## src/rtl/tmr8_pkg.sv

```systemverilog
package tmr8_pkg;
  localparam int CNT_W = 8;
  localparam int SEL_W = 3;
  localparam int ADDR_W = 2;

  typedef struct packed {
    logic             ext_src;
    logic             fall_edge;
    logic             pre_to_wdt;
    logic [SEL_W-1:0] ratio_sel;
  } tmr_ctrl_t;

  localparam int CTRL_W = $bits(tmr_ctrl_t);
  localparam tmr_ctrl_t CTRL_RST = '{ext_src: 1'b0, fall_edge: 1'b0,
                                     pre_to_wdt: 1'b1, ratio_sel: '0};

  localparam logic [ADDR_W-1:0] A_COUNT  = 2'd0;
  localparam logic [ADDR_W-1:0] A_CTRL   = 2'd1;
  localparam logic [ADDR_W-1:0] A_STATUS = 2'd2;
endpackage

```

## src/rtl/tmr8_edge_sync.sv

```systemverilog
module tmr8_edge_sync #(
  parameter int STAGES = 2
) (
  input  logic clk,
  input  logic rst_n,
  input  logic pin,
  input  logic fall_sel,
  output logic edge_evt
);
  // stages 0..STAGES-1 synchronize, the last one holds the previous level
  logic [STAGES:0] sh_q;
  logic rise, fall;

  always_ff @(posedge clk) begin
    if (!rst_n) sh_q <= '0;
    else        sh_q <= {sh_q[STAGES-1:0], pin};
  end

  assign rise     = sh_q[STAGES-1] & ~sh_q[STAGES];
  assign fall     = ~sh_q[STAGES-1] & sh_q[STAGES];
  assign edge_evt = fall_sel ? fall : rise;


  rise_gap_chk: assert property (@(posedge clk) disable iff (!rst_n)
    rise |=> !rise);
endmodule

```

## src/rtl/tmr8_prescaler.sv

```systemverilog
module tmr8_prescaler #(
  parameter int PRE_W = 8,
  parameter int SEL_W = 3
) (
  input  logic             clk,
  input  logic             rst_n,
  input  logic             clr,
  input  logic             in_tick,
  input  logic             long_mode,
  input  logic [SEL_W-1:0] sel,
  output logic             out_tick
);
  logic [PRE_W-1:0] pc_q;
  logic [SEL_W:0]   shamt;
  logic [PRE_W:0]   one_hot;
  logic [PRE_W-1:0] mask;

  always_comb begin
    shamt   = {1'b0, sel} + {{SEL_W{1'b0}}, long_mode};
    one_hot = (PRE_W+1)'(1) << shamt;
    mask    = one_hot[PRE_W-1:0] - PRE_W'(1);
  end

  assign out_tick = in_tick && ((pc_q & mask) == mask);

  always_ff @(posedge clk) begin
    if (!rst_n || clr) pc_q <= '0;
    else if (in_tick)  pc_q <= pc_q + PRE_W'(1);
  end
endmodule

```

## src/rtl/tmr8_core.sv

```systemverilog
module tmr8_core #(
  parameter int CNT_W     = 8,
  parameter int INH_TICKS = 2
) (
  input  logic             clk,
  input  logic             rst_n,
  input  logic             cyc_tick,
  input  logic             cnt_evt,
  input  logic             cnt_wr,
  input  logic [CNT_W-1:0] wdata,
  input  logic             flag_clr,
  output logic [CNT_W-1:0] count_q,
  output logic             flag_q,
  output logic             inh_busy
);
  localparam int INH_W = $clog2(INH_TICKS + 1);
  localparam logic [CNT_W-1:0] CNT_MAX = {CNT_W{1'b1}};

  logic [INH_W-1:0] inh_q;
  logic             do_inc, wrap;

  assign inh_busy = (inh_q != '0);
  assign do_inc   = cnt_evt && !cnt_wr;
  assign wrap     = do_inc && (count_q == CNT_MAX);

  always_ff @(posedge clk) begin
    if (!rst_n) begin
      count_q <= '0;
      inh_q   <= '0;
      flag_q  <= 1'b0;
    end else begin
      if (cnt_wr)      count_q <= wdata;
      else if (do_inc) count_q <= count_q + CNT_W'(1);

      if (cnt_wr)                    inh_q <= INH_W'(INH_TICKS);
      else if (cyc_tick && inh_busy) inh_q <= inh_q - INH_W'(1);

      if (wrap)          flag_q <= 1'b1;
      else if (flag_clr) flag_q <= 1'b0;
    end
  end


  count_step_chk: assert property (@(posedge clk) disable iff (!rst_n)
    !cnt_wr |=> (count_q == $past(count_q) || count_q == $past(count_q) + CNT_W'(1)));

  inhibit_hold_chk: assert property (@(posedge clk) disable iff (!rst_n)
    (inh_busy && !cnt_wr) |=> count_q == $past(count_q));

  flag_wrap_chk: assert property (@(posedge clk) disable iff (!rst_n)
    $rose(flag_q) |-> (count_q == '0 && $past(count_q) == CNT_MAX));
endmodule

```

## src/rtl/tmr8_timer.sv

```systemverilog
module tmr8_timer
  import tmr8_pkg::*;
#(
  parameter int SYNC_STAGES = 2,
  parameter int INH_TICKS   = 2,
  parameter int PRE_W       = 8
) (
  input  logic              clk,
  input  logic              rst_n,
  input  logic              cyc_tick,
  input  logic              ext_pin,
  input  logic              wdt_base_tick,
  input  logic [ADDR_W-1:0] bus_addr,
  input  logic              bus_wr,
  input  logic [CNT_W-1:0]  bus_wdata,
  output logic [CNT_W-1:0]  bus_rdata,
  output logic              irq,
  output logic              wdt_tick
);
  tmr_ctrl_t        ctrl_q;
  logic             ie_q, flag_q, inh_busy;
  logic             wr_cnt, wr_ctrl, wr_stat;
  logic             edge_evt, src_evt, gated_evt, pre_in, pre_out, cnt_evt;
  logic [CNT_W-1:0] count_q;

  assign wr_cnt  = bus_wr && (bus_addr == A_COUNT);
  assign wr_ctrl = bus_wr && (bus_addr == A_CTRL);
  assign wr_stat = bus_wr && (bus_addr == A_STATUS);

  always_ff @(posedge clk) begin
    if (!rst_n) begin
      ctrl_q <= CTRL_RST;
      ie_q   <= 1'b0;
    end else begin
      if (wr_ctrl) ctrl_q <= tmr_ctrl_t'(bus_wdata[CTRL_W-1:0]);
      if (wr_stat) ie_q   <= bus_wdata[1];
    end
  end

  tmr8_edge_sync #(.STAGES(SYNC_STAGES)) u_sync (
    .clk(clk), .rst_n(rst_n), .pin(ext_pin),
    .fall_sel(ctrl_q.fall_edge), .edge_evt(edge_evt));

  assign src_evt   = ctrl_q.ext_src ? edge_evt : cyc_tick;
  assign gated_evt = src_evt && !inh_busy;
  assign pre_in    = ctrl_q.pre_to_wdt ? wdt_base_tick : gated_evt;

  tmr8_prescaler #(.PRE_W(PRE_W), .SEL_W(SEL_W)) u_pre (
    .clk(clk), .rst_n(rst_n), .clr(wr_cnt || wr_ctrl), .in_tick(pre_in),
    .long_mode(!ctrl_q.pre_to_wdt), .sel(ctrl_q.ratio_sel), .out_tick(pre_out));

  assign cnt_evt  = ctrl_q.pre_to_wdt ? gated_evt : pre_out;
  assign wdt_tick = ctrl_q.pre_to_wdt ? pre_out : wdt_base_tick;

  tmr8_core #(.CNT_W(CNT_W), .INH_TICKS(INH_TICKS)) u_core (
    .clk(clk), .rst_n(rst_n), .cyc_tick(cyc_tick), .cnt_evt(cnt_evt),
    .cnt_wr(wr_cnt), .wdata(bus_wdata), .flag_clr(wr_stat && !bus_wdata[0]),
    .count_q(count_q), .flag_q(flag_q), .inh_busy(inh_busy));

  assign irq = flag_q && ie_q;

  always_comb begin
    case (bus_addr)
      A_COUNT:  bus_rdata = count_q;
      A_CTRL:   bus_rdata = {{(CNT_W-CTRL_W){1'b0}}, ctrl_q};
      A_STATUS: bus_rdata = {{(CNT_W-2){1'b0}}, ie_q, flag_q};
      default:  bus_rdata = '0;
    endcase
  end


  prescale_gap_chk: assert property (@(posedge clk) disable iff (!rst_n)
    (cnt_evt && !ctrl_q.pre_to_wdt && !wr_ctrl) |=> !cnt_evt);

  irq_needs_flag_chk: assert property (@(posedge clk) disable iff (!rst_n)
    (wr_stat && !bus_wdata[1]) |=> !irq);
endmodule

```

## config.mk

```make
export PLATFORM = sky130hd
export DESIGN_NAME = tmr8_timer
export DESIGN_NICKNAME = d
export VERILOG_FILES = /design/src/rtl/tmr8_pkg.sv /design/src/rtl/tmr8_edge_sync.sv /design/src/rtl/tmr8_prescaler.sv /design/src/rtl/tmr8_core.sv /design/src/rtl/tmr8_timer.sv
export SDC_FILE = /design/constraint.sdc
export NUM_CORES = 1
export LEC_CHECK = 0
export BUFFER_PORTS_ARGS = -buffer_cell sky130_fd_sc_hd__buf_4
export CAP_MARGIN = 20
export CELL_PAD_IN_SITES_DETAIL_PLACEMENT = 0
export CELL_PAD_IN_SITES_GLOBAL_PLACEMENT = 1
export CORE_UTILIZATION = 43
export DETAILED_ROUTE_END_ITERATION = 8
export PLACE_DENSITY = 0.91
export SLEW_MARGIN = 10
export SYNTH_ARGS = -nofsm -noshare
export SYNTH_HDL_FRONTEND = slang
export SYNTH_HIERARCHICAL = 1
export SYNTH_SLANG_ARGS = --single-unit
```

## constraint.sdc

```tcl
create_clock -name clk -period 5 [get_ports clk]
set_input_delay 0.25 -clock clk [delete_from_list [all_inputs] [get_ports clk]]
set_output_delay 0.25 -clock clk [all_outputs]
set_load 0.005 [all_outputs]
```

# ---- Yosys cells after proc, flatten, opt, wreduce, memory -nomap -nowiden
# Cells that the tools add are included.
dict set report classes {
  addsub 5
  n_eq_ne 4
  shift 1
  muxes 12
  bitwise 6
  n_reduce_logical 23
}
# cell n
set op_table {}
lappend op_table {{$pmux W8 S3} 1}
lappend op_table {{$add A8 B1 Y8 const B} 2}
lappend op_table {{$mux W8} 2}
lappend op_table {{$logic_and A1 B1 Y1} 10}
lappend op_table {{$and A8 B8 Y8} 1}
lappend op_table {{$eq A8 B8 Y1} 1}
lappend op_table {{$eq A8 B8 Y1 const B} 1}
lappend op_table {{$reduce_bool A2 Y1} 4}
lappend op_table {{$shl A1 B4 Y8 const A} 1}
lappend op_table {{$sub A8 B1 Y8 const B} 1}
lappend op_table {{$mux W1} 7}
lappend op_table {{$logic_not A1 Y1} 5}
lappend op_table {{$add A3 B1 Y4} 1}
lappend op_table {{$mux W2} 2}
lappend op_table {{$not A1 Y1} 3}
lappend op_table {{$and A1 B1 Y1} 2}
lappend op_table {{$eq A2 B1 Y1 const B} 1}
lappend op_table {{$eq A2 B2 Y1 const B} 1}
lappend op_table {{$logic_not A2 Y1} 1}
lappend op_table {{$logic_or A1 B1 Y1} 2}
lappend op_table {{$reduce_or A2 Y1} 1}
lappend op_table {{$sub A2 B1 Y2 const B} 1}
dict set report totals {
  reg_bits 29
  input_bits 16
  out_inout_bits 10
  word_cells 62
}

# ---- Depth between registers and ports, before layout
# Gate-level depths: netlist (run 1).
dict set report logic_depth {
  depth_word 11
  ltp_mapped 18
  depth_no_buf 17
}

# ---- Hierarchy
# Netlist (run 1), hierarchy kept.
# mod n_inst cells_per_inst area_each_um2 seq_area_each_um2
set by_module_without_submodules {}
lappend by_module_without_submodules {tmr8_prescaler 1 101 738.2 160.2}
lappend by_module_without_submodules {tmr8_core 1 70 595.6 220.2}
lappend by_module_without_submodules {tmr8_timer 1 59 505.5 140.1}
lappend by_module_without_submodules {tmr8_edge_sync 1 9 101.3 60.1}

# ---- Least setup slack after synthesis (run 1)
# No wires, ideal clock.
dict set report synth_path {
  path_type {flip-flop to flip-flop}
  from {register ctrl_q[3] (netlist name)}
  to {register u_core.count_q[5]}
  setup_ps 74
  arrival_time_ps 3432
  required_ps 4926
  slack_ps 1494
  path_stages_with_launch 19
  n_path_buf 1
  synth_period_minus_slack_ps 3506
  path_cell_list {dfxtp_1 inv_1 ha_1 ha_1 xnor2_1 a22o_1 nand2_1 ha_1 o21ai_0 a21oi_1 o221a_2 nand4_1 nor4_1 nand2b_1 o31ai_1 buf_6 nand4_2 or3_1 a31oi_1}
}
dict set report synth_via {
  elab_chain_cells 10
  word_cells_on_any_way 11
  classes_between {add/sub: 2; eq/ne: 1; shift: 1; mux: 2; bitwise: 1; reduce/logical: 4}
}
# element line
set synth_rtl {}
lappend synth_rtl {{from (decl)} tmr8_timer.sv:20} ;# tmr_ctrl_t ctrl_q;
lappend synth_rtl {{from (signal assigned)} tmr8_timer.sv:35} ;# if (wr_ctrl) ctrl_q <= tmr_ctrl_t'(bus_wdata[CTRL_W-1:0]);
lappend synth_rtl {{$logic_not A1 Y1} tmr8_timer.sv:50} ;# .long_mode(!ctrl_q.pre_to_wdt), .sel(ctrl_q.ratio_sel), .out_tick(pre_out));
lappend synth_rtl {{$add A3 B1 Y4} tmr8_prescaler.sv:19} ;# shamt = {1'b0, sel} + {{SEL_W{1'b0}}, long_mode};
lappend synth_rtl {{$shl A1 B4 Y8} tmr8_prescaler.sv:20} ;# one_hot = (PRE_W+1)'(1) << shamt;
lappend synth_rtl {{$sub A8 B1 Y8} tmr8_prescaler.sv:21} ;# mask = one_hot[PRE_W-1:0] - PRE_W'(1);
lappend synth_rtl {{$and A8 B8 Y8} tmr8_prescaler.sv:24} ;# assign out_tick = in_tick && ((pc_q & mask) == mask);
lappend synth_rtl {{$eq A8 B8 Y1} tmr8_prescaler.sv:24}
lappend synth_rtl {{$logic_and A1 B1 Y1 (*)} tmr8_prescaler.sv:24}
lappend synth_rtl {{via pre_out} tmr8_timer.sv:23} ;# logic edge_evt, src_evt, gated_evt, pre_in, pre_out, cnt_evt;
lappend synth_rtl {{$mux W1 (*)} tmr8_timer.sv:52} ;# assign cnt_evt = ctrl_q.pre_to_wdt ? gated_evt : pre_out;
lappend synth_rtl {{via cnt_evt} tmr8_timer.sv:23}
lappend synth_rtl {{$logic_and A1 B1 Y1 (*)} tmr8_core.sv:23} ;# assign do_inc = cnt_evt && !cnt_wr;
lappend synth_rtl {{$reduce_bool A2 Y1 (no source line) (*)} n/a}
lappend synth_rtl {{to (signal assigned)} tmr8_core.sv:32} ;# if (cnt_wr) count_q <= wdata;
lappend synth_rtl {{to (signal assigned)} tmr8_core.sv:33} ;# else if (do_inc) count_q <= count_q + CNT_W'(1);
lappend synth_rtl {{to (decl)} tmr8_core.sv:12} ;# output logic [CNT_W-1:0] count_q,
# The timed path passes the listed nets; every way through them passes the cells marked *.
# A chain may end at the register's enable or synchronous reset.

# ---- Worst setup path after layout (run 1)
dict set report layout_path {
  from {register ctrl_q[3] (netlist name)}
  to {register u_core.count_q[6]}
}
# Same word-level chain as after synthesis.

==> reports/qor.csv, run 1 <==
stage,metric,value,unit
outcome,outcome,finished clean,
global_routing,met1 GRT Util,24.7,%
placement,Port Buffers,25,
cts,total setup buffers inserted after CTS,0,
synth,ys flop type,dfxtp_1,
power_and_ir_drop,Leakage Power,0.899,nW
global_routing,first-pass GRT wire length,7320,um
drt,routed wire length,4290,um
synth,synthesized instance count,239,
layout,post-layout instance area,2230,um2
synth,most frequent cell after synthesis,dfxtp_1,
synth,Yosys top cell by area,dfxtp_1,
floorplan,Initial Util,44.6,%
global_routing,Congestion Overflow GR,0,
synth,dominant cells by area after synthesis,"dfxtp_1 30%, mux2i_1 8.8%, nand2_1 4.8%",
sta,"Hold Vio Cnt, Final",0,
floorplan,Top Ports,26,
cts,clk buf depth,2,
cts,"CTS clk-pin slew, worst paths",60,ps
global_routing,GRT Max-Usage Layer,met2,
drt,drt pass-1 iters,5,
synth,"Seq/Total Area, Yosys",29.9,%
critical_path,crit end category,flop,
sta,Min Hold Slack,168,ps
critical_path,crit path DAT,4360,ps
sta,Slew @ Worst Pin,565,ps
drt,Vias,1727,
drt,Starting DRT DRC Count,168,
placement,Placement Cell Area,2130,um2
global_routing,met3 Use GR,2.76,%
critical_path,critical path's slowest cell,dfxtp_1,
synth,Post-synth EDFFs,0,
synth,post-synthesis sequential element count,29,
cts,TritonCTS Sinks,29,
cts,Worst-Skew Late Latency,280,ps
drt,DRC,0,
run,max cap viols,0,
critical_path,Worst path most repeated cell,ha_1,
critical_path,CP bufs+invs,2,
global_routing,largest net degree at the start of global routing,29,
synth,largest family of logic cells by synthesized area,simple AND/OR/NAND/NOR gates,
synth,synth cell count leaders,"29 x dfxtp_1, 25 x nand2_1, 18 x nor2_1",
synth,Post-synth ARST share,0,%
floorplan,Die H,69.2,um
global_routing,GRT Total Usage,18.8,%
critical_path,Worst path max stage delay,420,ps
sta,final setup fails,0,
power_and_ir_drop,Max IR drop VDD,0.157,mV
cts,CTS tree,done,
cts,clk root buf,clkbuf_8,
min_path,Worst Hold Class,input pin to flop,
synth,post-synthesis compound-gate area fraction,17.8,%
cts,CTS buffer count,5,
sta,fmax,241,MHz
synth,adder-cell share of the synthesized area,4.51,%
cts,cts hold-fix bufs,0,
floorplan,die width,69.2,um
critical_path,CP Depth,18,
floorplan,Rows,24,
sta,Pins Over Slew Limit,0,
synth,Unique masters post-synth,50,
critical_path,Critical Path Start Type,flop,
critical_path,CP Data Required Time,5210,ps
layout,multi-input logic area,1240,um2
synth,synthesized net count,262,
sta,RSZ-0062 raised after global routing,no,
critical_path,"Critical Path, Cell by Cell","inv_1, ha_1, ha_1, xnor2_1, a22o_1, nand2_1, ha_1, o21ai_0, a21oi_1, o221a_2, nand4_1, nor4_1, nand2b_1, o31ai_1, clkbuf_2, nand3_1, or3_1, a31oi_1",
layout,final std cells w/o fill,314,
sta,Worst slew margin,62.3,%
layout,Area Overhead vs Synth,15.0,%
synth,mux cell area share after synthesis,9.35,%
cts,post-cts resize count,0,
sta,TNS Setup,0,ps
cts,H-tree levels,2,
layout,# fillers,403,
global_routing,met2 Use GR,29.8,%
global_routing,initial antenna violation count,0,
placement,DP HPWL,3130,um
drt,Final ANT Viol Nets,0,
global_routing,vias in the first global route,1606,
layout,NumNets Final,284,
layout,final antenna diode count,0,
sta,final worst-path cycle share,83.1,%
critical_path,crit path max fanout,7,
layout,register area,581,um2
synth,yosys warns,6,
sta,Setup Skew,6.08,ps
critical_path,"delay-heaviest family, CP",simple AND/OR/NAND/NOR gates,
synth,share of the synthesized area in the top cell type,29.9,%
layout,share of cells above drive strength 1,16.0,%
placement,gpl congestion,0.931,
synth,Synth Area per Inst,8.12,um2
drt,Vias/cell,5.50,
floorplan,area of the core,4350,um2
sta,Final min period,4160,ps
min_path,hold path depth,2,
floorplan,die area,4790,um2
synth,mapped cell area,1940,um2
power_and_ir_drop,pwr/cell area,258,nW/um2
critical_path,R2R cell count,18,
synth,simple-gate area share of the yosys netlist,26.8,%
synth,post-synthesis xor/xnor area fraction,5.42,%
drt,detailed-route wire length per cell,13.7,um
placement,DP Cell Count,305,
critical_path,WS Path Type,flop to flop,
[layer usage]
metal,wire length (um),share of wire (%),vias up
met5,0,0,-
met4,108,2.5,0
met3,211,4.9,11
met2,1940,45,57
met1,2030,47,769
li1,-,-,890
[sequential cells by signal, indices dropped and copies added, names as in the netlist]
name            flops
ctrl_q              6
u_core/count_q      8
ie_q                1
u_pre/pc_q          8
u_sync/sh_q         3
u_core/flag_q       1
u_core/inh_q        2
[placed cells by master, fill, tap and decap left out, types with 3 or more instances in the layout]
master,synthesis,layout
dfxtp_1,29,29
buf_4,0,26
nand2_1,25,25
nor2_1,18,18
mux2i_1,17,17
o21ai_0,14,14
a21oi_1,13,13
inv_1,12,12
and2_1,12,12
nand2b_1,8,8
clkbuf_8,0,7
ha_1,7,7
xor2_1,6,6
xnor2_1,6,6
nand4_1,6,6
nand3_1,4,4
or3_1,4,4
nor2b_1,4,4
nand3b_1,3,3
a31oi_1,3,3
[worst paths after layout]
| kind | from | end | slack (ps) |
|---|---|---|---|
| worst min-delay path | ext_pin | u_sync/sh_q[0]$_SDFF_PN0_ | 170 |
| worst max register to register | ctrl_q[3]$_SDFFE_PN1P_ | u_core/count_q[6]$_SDFFE_PN0P_ | 840 |
| worst min register to register | u_sync/sh_q[0]$_SDFF_PN0_ | u_sync/sh_q[1]$_SDFF_PN0_ | 430 |
| worst max-delay path | ctrl_q[3]$_SDFFE_PN1P_ | u_core/count_q[6]$_SDFFE_PN0P_ | 840 |
[report_power, final]
| part | internal, mW | total, mW | switching [mW] |
|---|---|---|---|
| Clock | 0.124 | 0.214 | 0.0895 |
| Combinational | 0.0522 | 0.105 | 0.0532 |
| Sequential | 0.243 | 0.257 | 0.0146 |
| Total | 0.419 | 0.576 | 0.157 |
[kinds of logic after synthesis]
kind of cell / Yosys count
compound gates: 51
flops: 29
simple gates: 98
mux: 18
fa+ha+maj: 7
xor+xnor: 12
buf+inv: 24
[layout make-up]
type | count | share of cell area [%]
Clock buffer | 7 | 4.32
Clock inverter | 1 | 0.224
Inverter | 12 | 2.02
Multi-Input combinational cell | 186 | 55.5
Sequential cell | 29 | 26.0
Tap cell | 52 | 2.91
Timing Repair Buffer | 27 | 8.97
[through the flow]
stage	utilization [%]	power, mW	worst slack, ps
detailed placement	48.8	0.365	918
global placement	48.8	0.364	1160
finish	51.3	0.576	843
floorplan	-	0.335	1490
global route	51.3	0.605	494
CTS	51.1	0.581	877
No activity file was read; power rests on OpenSTA's default activity.
==> run 2, diff against run 1 <==
--- a/config.mk
+++ b/config.mk
@@ -9,9 +9,9 @@
 export CAP_MARGIN = 20
 export CELL_PAD_IN_SITES_DETAIL_PLACEMENT = 0
 export CELL_PAD_IN_SITES_GLOBAL_PLACEMENT = 1
-export CORE_UTILIZATION = 43
+export CORE_UTILIZATION = 38
 export DETAILED_ROUTE_END_ITERATION = 8
-export PLACE_DENSITY = 0.91
+export PLACE_DENSITY = 0.86
 export SLEW_MARGIN = 10
 export SYNTH_ARGS = -nofsm -noshare
 export SYNTH_HDL_FRONTEND = slang
==> constraint.sdc (replaced) <==
create_clock -name clk -period 3.6 [get_ports clk]
set_input_delay 0.18 -clock clk [delete_from_list [all_inputs] [get_ports clk]]
set_output_delay 0.18 -clock clk [all_outputs]
set_load 0.005 [all_outputs]
==> reports/qor.csv, run 2 (synthesis results as in run 1) <==
stage,metric,value,unit
sta,Worst slew margin,72.2,%
power_and_ir_drop,post-layout total power,873,uW
floorplan,die area,5400,um2
global_routing,initial antenna violation count,0,
cts,Worst-Skew Late Latency,280,ps
critical_path,CP Data Required Time,3830,ps
critical_path,Critical Path Start Type,flop,
floorplan,area of the core,4820,um2
sta,RSZ-0062 raised after global routing,no,
sta,Setup Skew,10.2,ps
cts,H-tree levels,2,
placement,DP HPWL,3320,um
floorplan,Rows,25,
drt,Vias/cell,5.30,
drt,detailed-route wire length per cell,13.4,um
min_path,Worst Hold Class,input pin to flop,
outcome,outcome,finished clean,
layout,"most common cell after layout, fill and taps aside",buf_4,
layout,most frequent cells in the layout,"36 x buf_4, 29 x dfxtp_1, 25 x nand2_1",
floorplan,Die H,73.5,um
placement,pre-CTS WS,46.9,ps
power_and_ir_drop,pwr/cell area,366,nW/um2
sta,fin worst setup slack,129,ps
drt,Final ANT Viol Nets,0,
power_and_ir_drop,Max IR drop VDD,0.257,mV
layout,NumNets Final,293,
global_routing,largest net degree at the start of global routing,29,
global_routing,Congestion Overflow GR,0,
drt,met3 wire len,248,um
critical_path,crit path DAT,3700,ps
floorplan,Initial Util,40.3,%
global_routing,first-pass GRT wire length,7430,um
sta,TNS Setup,0,ps
critical_path,crit end category,flop,
layout,# fillers,499,
sta,final setup fails,0,
sta,fmax,288,MHz
drt,met2 WL,2030,um
cts,CTS buffer count,5,
placement,DP Cell Count,328,
sta,final worst-path cycle share,96.4,%
drt,top sig layer,met4,
floorplan,Top Ports,26,
sta,Pins Over Slew Limit,0,
drt,Starting DRT DRC Count,113,
drt,Vias,1791,
layout,final antenna diode count,0,
layout,register area,581,um2
power_and_ir_drop,Leakage Power,0.952,nW
global_routing,GRT Total Usage,18.0,%
cts,cts hold-fix bufs,0,
sta,"Hold Vio Cnt, Final",0,
critical_path,WS Path Type,flop to flop,
cts,TritonCTS Sinks,29,
floorplan,die width,73.5,um
critical_path,crit path max fanout,5,
sta,Final min period,3470,ps
cts,clk root buf,clkbuf_8,
sta,Slew @ Worst Pin,417,ps
layout,multi-input logic area,1290,um2
run,max cap viols,0,
drt,drt pass-1 iters,4,
cts,"CTS clk-pin slew, worst paths",70,ps
cts,CTS tree,done,
layout,share of cells above drive strength 1,21.4,%
placement,gpl congestion,0.884,
drt,wl on met1,2190,um
global_routing,vias in the first global route,1533,
drt,DRC,0,
drt,routed wire length,4540,um
sta,Min Hold Slack,103,ps
layout,final std cells w/o fill,338,
layout,Area Overhead vs Synth,23.1,%
layout,Regs by FF count,"u_core/count_q (8), u_pre/pc_q (8), ctrl_q (6)",
placement,Port Buffers,25,
cts,clk buf depth,2,
critical_path,reg2reg setup slack,130,ps
-- run 2: final timing paths --
path	from	to	cells after the start
worst min register to register	u_sync/sh_q[0]$_SDFF_PN0_	u_sync/sh_q[1]$_SDFF_PN0_	1
worst min-delay path	ext_pin	u_sync/sh_q[0]$_SDFF_PN0_	2
worst max register to register	ctrl_q[3]$_SDFFE_PN1P_	u_core/count_q[0]$_SDFFE_PN0P_	18
worst max-delay path	ctrl_q[3]$_SDFFE_PN1P_	u_core/count_q[0]$_SDFFE_PN0P_	18
-- run 2: timing repair --
action | 4_1_cts | 5_1_grt
setup endpoints to repair | 0 | 9
setup buffers | 0 | 2
resized for setup | 0 | 9
-- run 2: layout make-up --
cell class / count / share of cell area [%]
Sequential cell: 29 / 24.3
Tap cell: 67 / 3.51
Clock inverter: 2 / 1.57
Inverter: 12 / 1.89
Multi-Input combinational cell: 186 / 54.0
Timing Repair Buffer: 36 / 11.3
Clock buffer: 6 / 3.46
-- run 2: power breakdown --
group	switching [mW]	internal (mW)	total, mW
Combinational	0.0835	0.0825	0.166
Clock	0.128	0.225	0.353
Sequential	0.0182	0.337	0.355
Total	0.229	0.644	0.873
-- run 2: critical path, stage by stage, from the launching register on --
cell	delay (ps)
dfxtp_1	330
inv_1	110
ha_1	220
ha_2	200
xnor2_2	150
a22o_1	200
nand2_1	70
ha_2	230
o21ai_0	80
a21oi_1	80
or4_1	530
a21oi_1	250
nor4_4	90
nand2b_1	120
o31ai_4	110
buf_4	170
xnor2_1	120
o21ai_0	210
and2_1	160
-- run 2: layer usage --
layer  global-route usage (%)  vias to the layer above
met5                        0                        -
met4                     6.62                        0
met3                     4.12                        8
met2                     26.4                       48
met1                     25.6                      822
li1                         -                      913
-- run 2: metrics by stage --
stage | util (%) | instance area [um2]
after global placement | 45.8 | 2200
after detailed placement | 45.8 | 2200
after CTS | 48.3 | 2320
after global routing | 49.6 | 2390
after floorplan | - | 1940
final | 49.6 | 2390
==> run 3, diff against run 2 <==
--- a/config.mk
+++ b/config.mk
@@ -11,6 +11,7 @@
 export CELL_PAD_IN_SITES_GLOBAL_PLACEMENT = 1
 export CORE_UTILIZATION = 38
 export DETAILED_ROUTE_END_ITERATION = 8
+export HOLD_SLACK_MARGIN = 0.15
 export PLACE_DENSITY = 0.86
 export SLEW_MARGIN = 10
 export SYNTH_ARGS = -nofsm -noshare
==> constraint.sdc (replaced) <==
create_clock -name clk -period 3.6 [get_ports clk]
set_input_delay 0.72 -clock clk [delete_from_list [all_inputs] [get_ports clk]]
set_output_delay 0.72 -clock clk [all_outputs]
set_load 0.005 [all_outputs]
==> reports/qor.csv, run 3 (synthesis results as in run 1) <==
stage,metric,value,unit
layout,most frequent cells in the layout,"38 x buf_4, 28 x dfxtp_1, 25 x nand2_1",
layout,share of cells above drive strength 1,23.5,%
cts,CTS tree,done,
layout,"most common cell after layout, fill and taps aside",buf_4,
cts,"CTS clk-pin slew, worst paths",60,ps
placement,Port Buffers,25,
critical_path,CP Data Required Time,2880,ps
critical_path,crit end category,output port,
critical_path,crit path DAT,2880,ps
power_and_ir_drop,post-layout total power,789,uW
cts,H-tree levels,2,
cts,clk root buf,clkbuf_8,
layout,Area Overhead vs Synth,23.8,%
floorplan,Initial Util,40.3,%
power_and_ir_drop,Max IR drop VDD,0.225,mV
floorplan,Rows,25,
placement,gpl congestion,0.879,
drt,Vias,1808,
layout,post-layout instance area,2400,um2
power_and_ir_drop,Leakage Power,0.943,nW
sta,fmax,278,MHz
outcome,outcome,finished clean,
drt,routed wire length,4570,um
drt,DRC,0,
run,max cap viols,0,
sta,Setup Skew,5.61,ps
global_routing,GRT Total Usage,18.5,%
sta,final setup fails,0,
global_routing,largest net degree at the start of global routing,29,
min_path,Worst Hold Class,flop to flop,
critical_path,Critical Path Start Type,flop,
global_routing,first-pass GRT wire length,7590,um
cts,Worst-Skew Late Latency,280,ps
layout,final antenna diode count,0,
cts,CTS buffer count,5,
global_routing,vias in the first global route,1681,
sta,RSZ-0062 raised after global routing,yes,
floorplan,die width,73.5,um
floorplan,Top Ports,26,
floorplan,area of the core,4820,um2
placement,DP HPWL,3360,um
critical_path,WS Path Type,flop to output port,
cts,clk buf depth,2,
sta,Worst slew margin,64.1,%
drt,Final ANT Viol Nets,0,
drt,Vias/cell,5.33,
floorplan,die area,5400,um2
drt,drt pass-1 iters,5,
floorplan,Die H,73.5,um
drt,detailed-route wire length per cell,13.5,um
sta,"Hold Vio Cnt, Final",0,
sta,Pins Over Slew Limit,0,
sta,final worst-path cycle share,100,%
power_and_ir_drop,pwr/cell area,329,nW/um2
layout,final core utilization,49.9,%
global_routing,Congestion Overflow GR,0,
cts,TritonCTS Sinks,29,
drt,Starting DRT DRC Count,120,
layout,NumNets Final,295,
cts,cts hold-fix bufs,0,
global_routing,initial antenna violation count,0,
sta,Final min period,3600,ps
sta,Slew @ Worst Pin,533,ps
critical_path,crit path max fanout,3,
layout,Regs by FF count,"u_core/count_q (8), u_pre/pc_q (8), ctrl_q (6)",
placement,Placement Cell Area,2220,um2
==> run 3: report_power, final <==
group | internal, mW | switching [mW]
clock network | 0.151 | 0.116
logic | 0.0861 | 0.0806
registers | 0.337 | 0.0188
==> run 3: cell type report <==
type	count	area, um2
clock buffers	7	86.3
fillers	471	2410
inverters	12	45.0
multi-input cells	186	1320
flip-flops and latches	29	582
well taps	67	83.8
repair buffers	38	285
==> run 3: worst paths after layout <==
path,start,end,slack [ps],cells past startpoint
worst max-delay path,ctrl_q[3]$_SDFFE_PN1P_,wdt_tick,2,13
worst min-delay path,u_sync/sh_q[0]$_SDFF_PN0_,u_sync/sh_q[1]$_SDFF_PN0_,440,1
worst max register to register,ctrl_q[3]$_SDFFE_PN1P_,u_core/count_q[5]$_SDFFE_PN0P_,320,17
worst min register to register,u_sync/sh_q[0]$_SDFF_PN0_,u_sync/sh_q[1]$_SDFF_PN0_,440,1
==> run 3: timing repair <==
action                                  CTS  global route
pin swaps                                 8             1
gates resized for setup                  15             3
setup buffers                             2             1
endpoints found under the setup margin    1             1
==> run 3: routing by layer <==
metal	up-vias	wire, um	global-route usage [%]
met3	10	210	3.98
met1	841	2160	23.5
met2	44	2100	29.9
met5	-	0	0
li1	913	-	-
met4	0	92	8.55
==> run 3: critical path, cell delays in order (launching register included) <==
cell and delay, ps:
dfxtp_2 340, inv_2 50, ha_4 160, ha_4 170
xnor2_2 140, a22o_1 200, nand2b_1 80, ha_2 190
nor2b_1 150, or4_4 500, a21oi_4 160, nor4_2 70
mux2_4 260, buf_4 130
==> run 3: stage by stage <==
stage	worst slack (ps)	hold WS, ps	TNS, ps	instances
2_1_floorplan	59.4	412	0	239
3_3_place_gp	134	417	0	330
3_5_place_dp	83.7	429	0	330
4_1_cts	10.3	443	0	338
5_1_grt	-101	481	-101	339
6_report	1.57	440	0	339
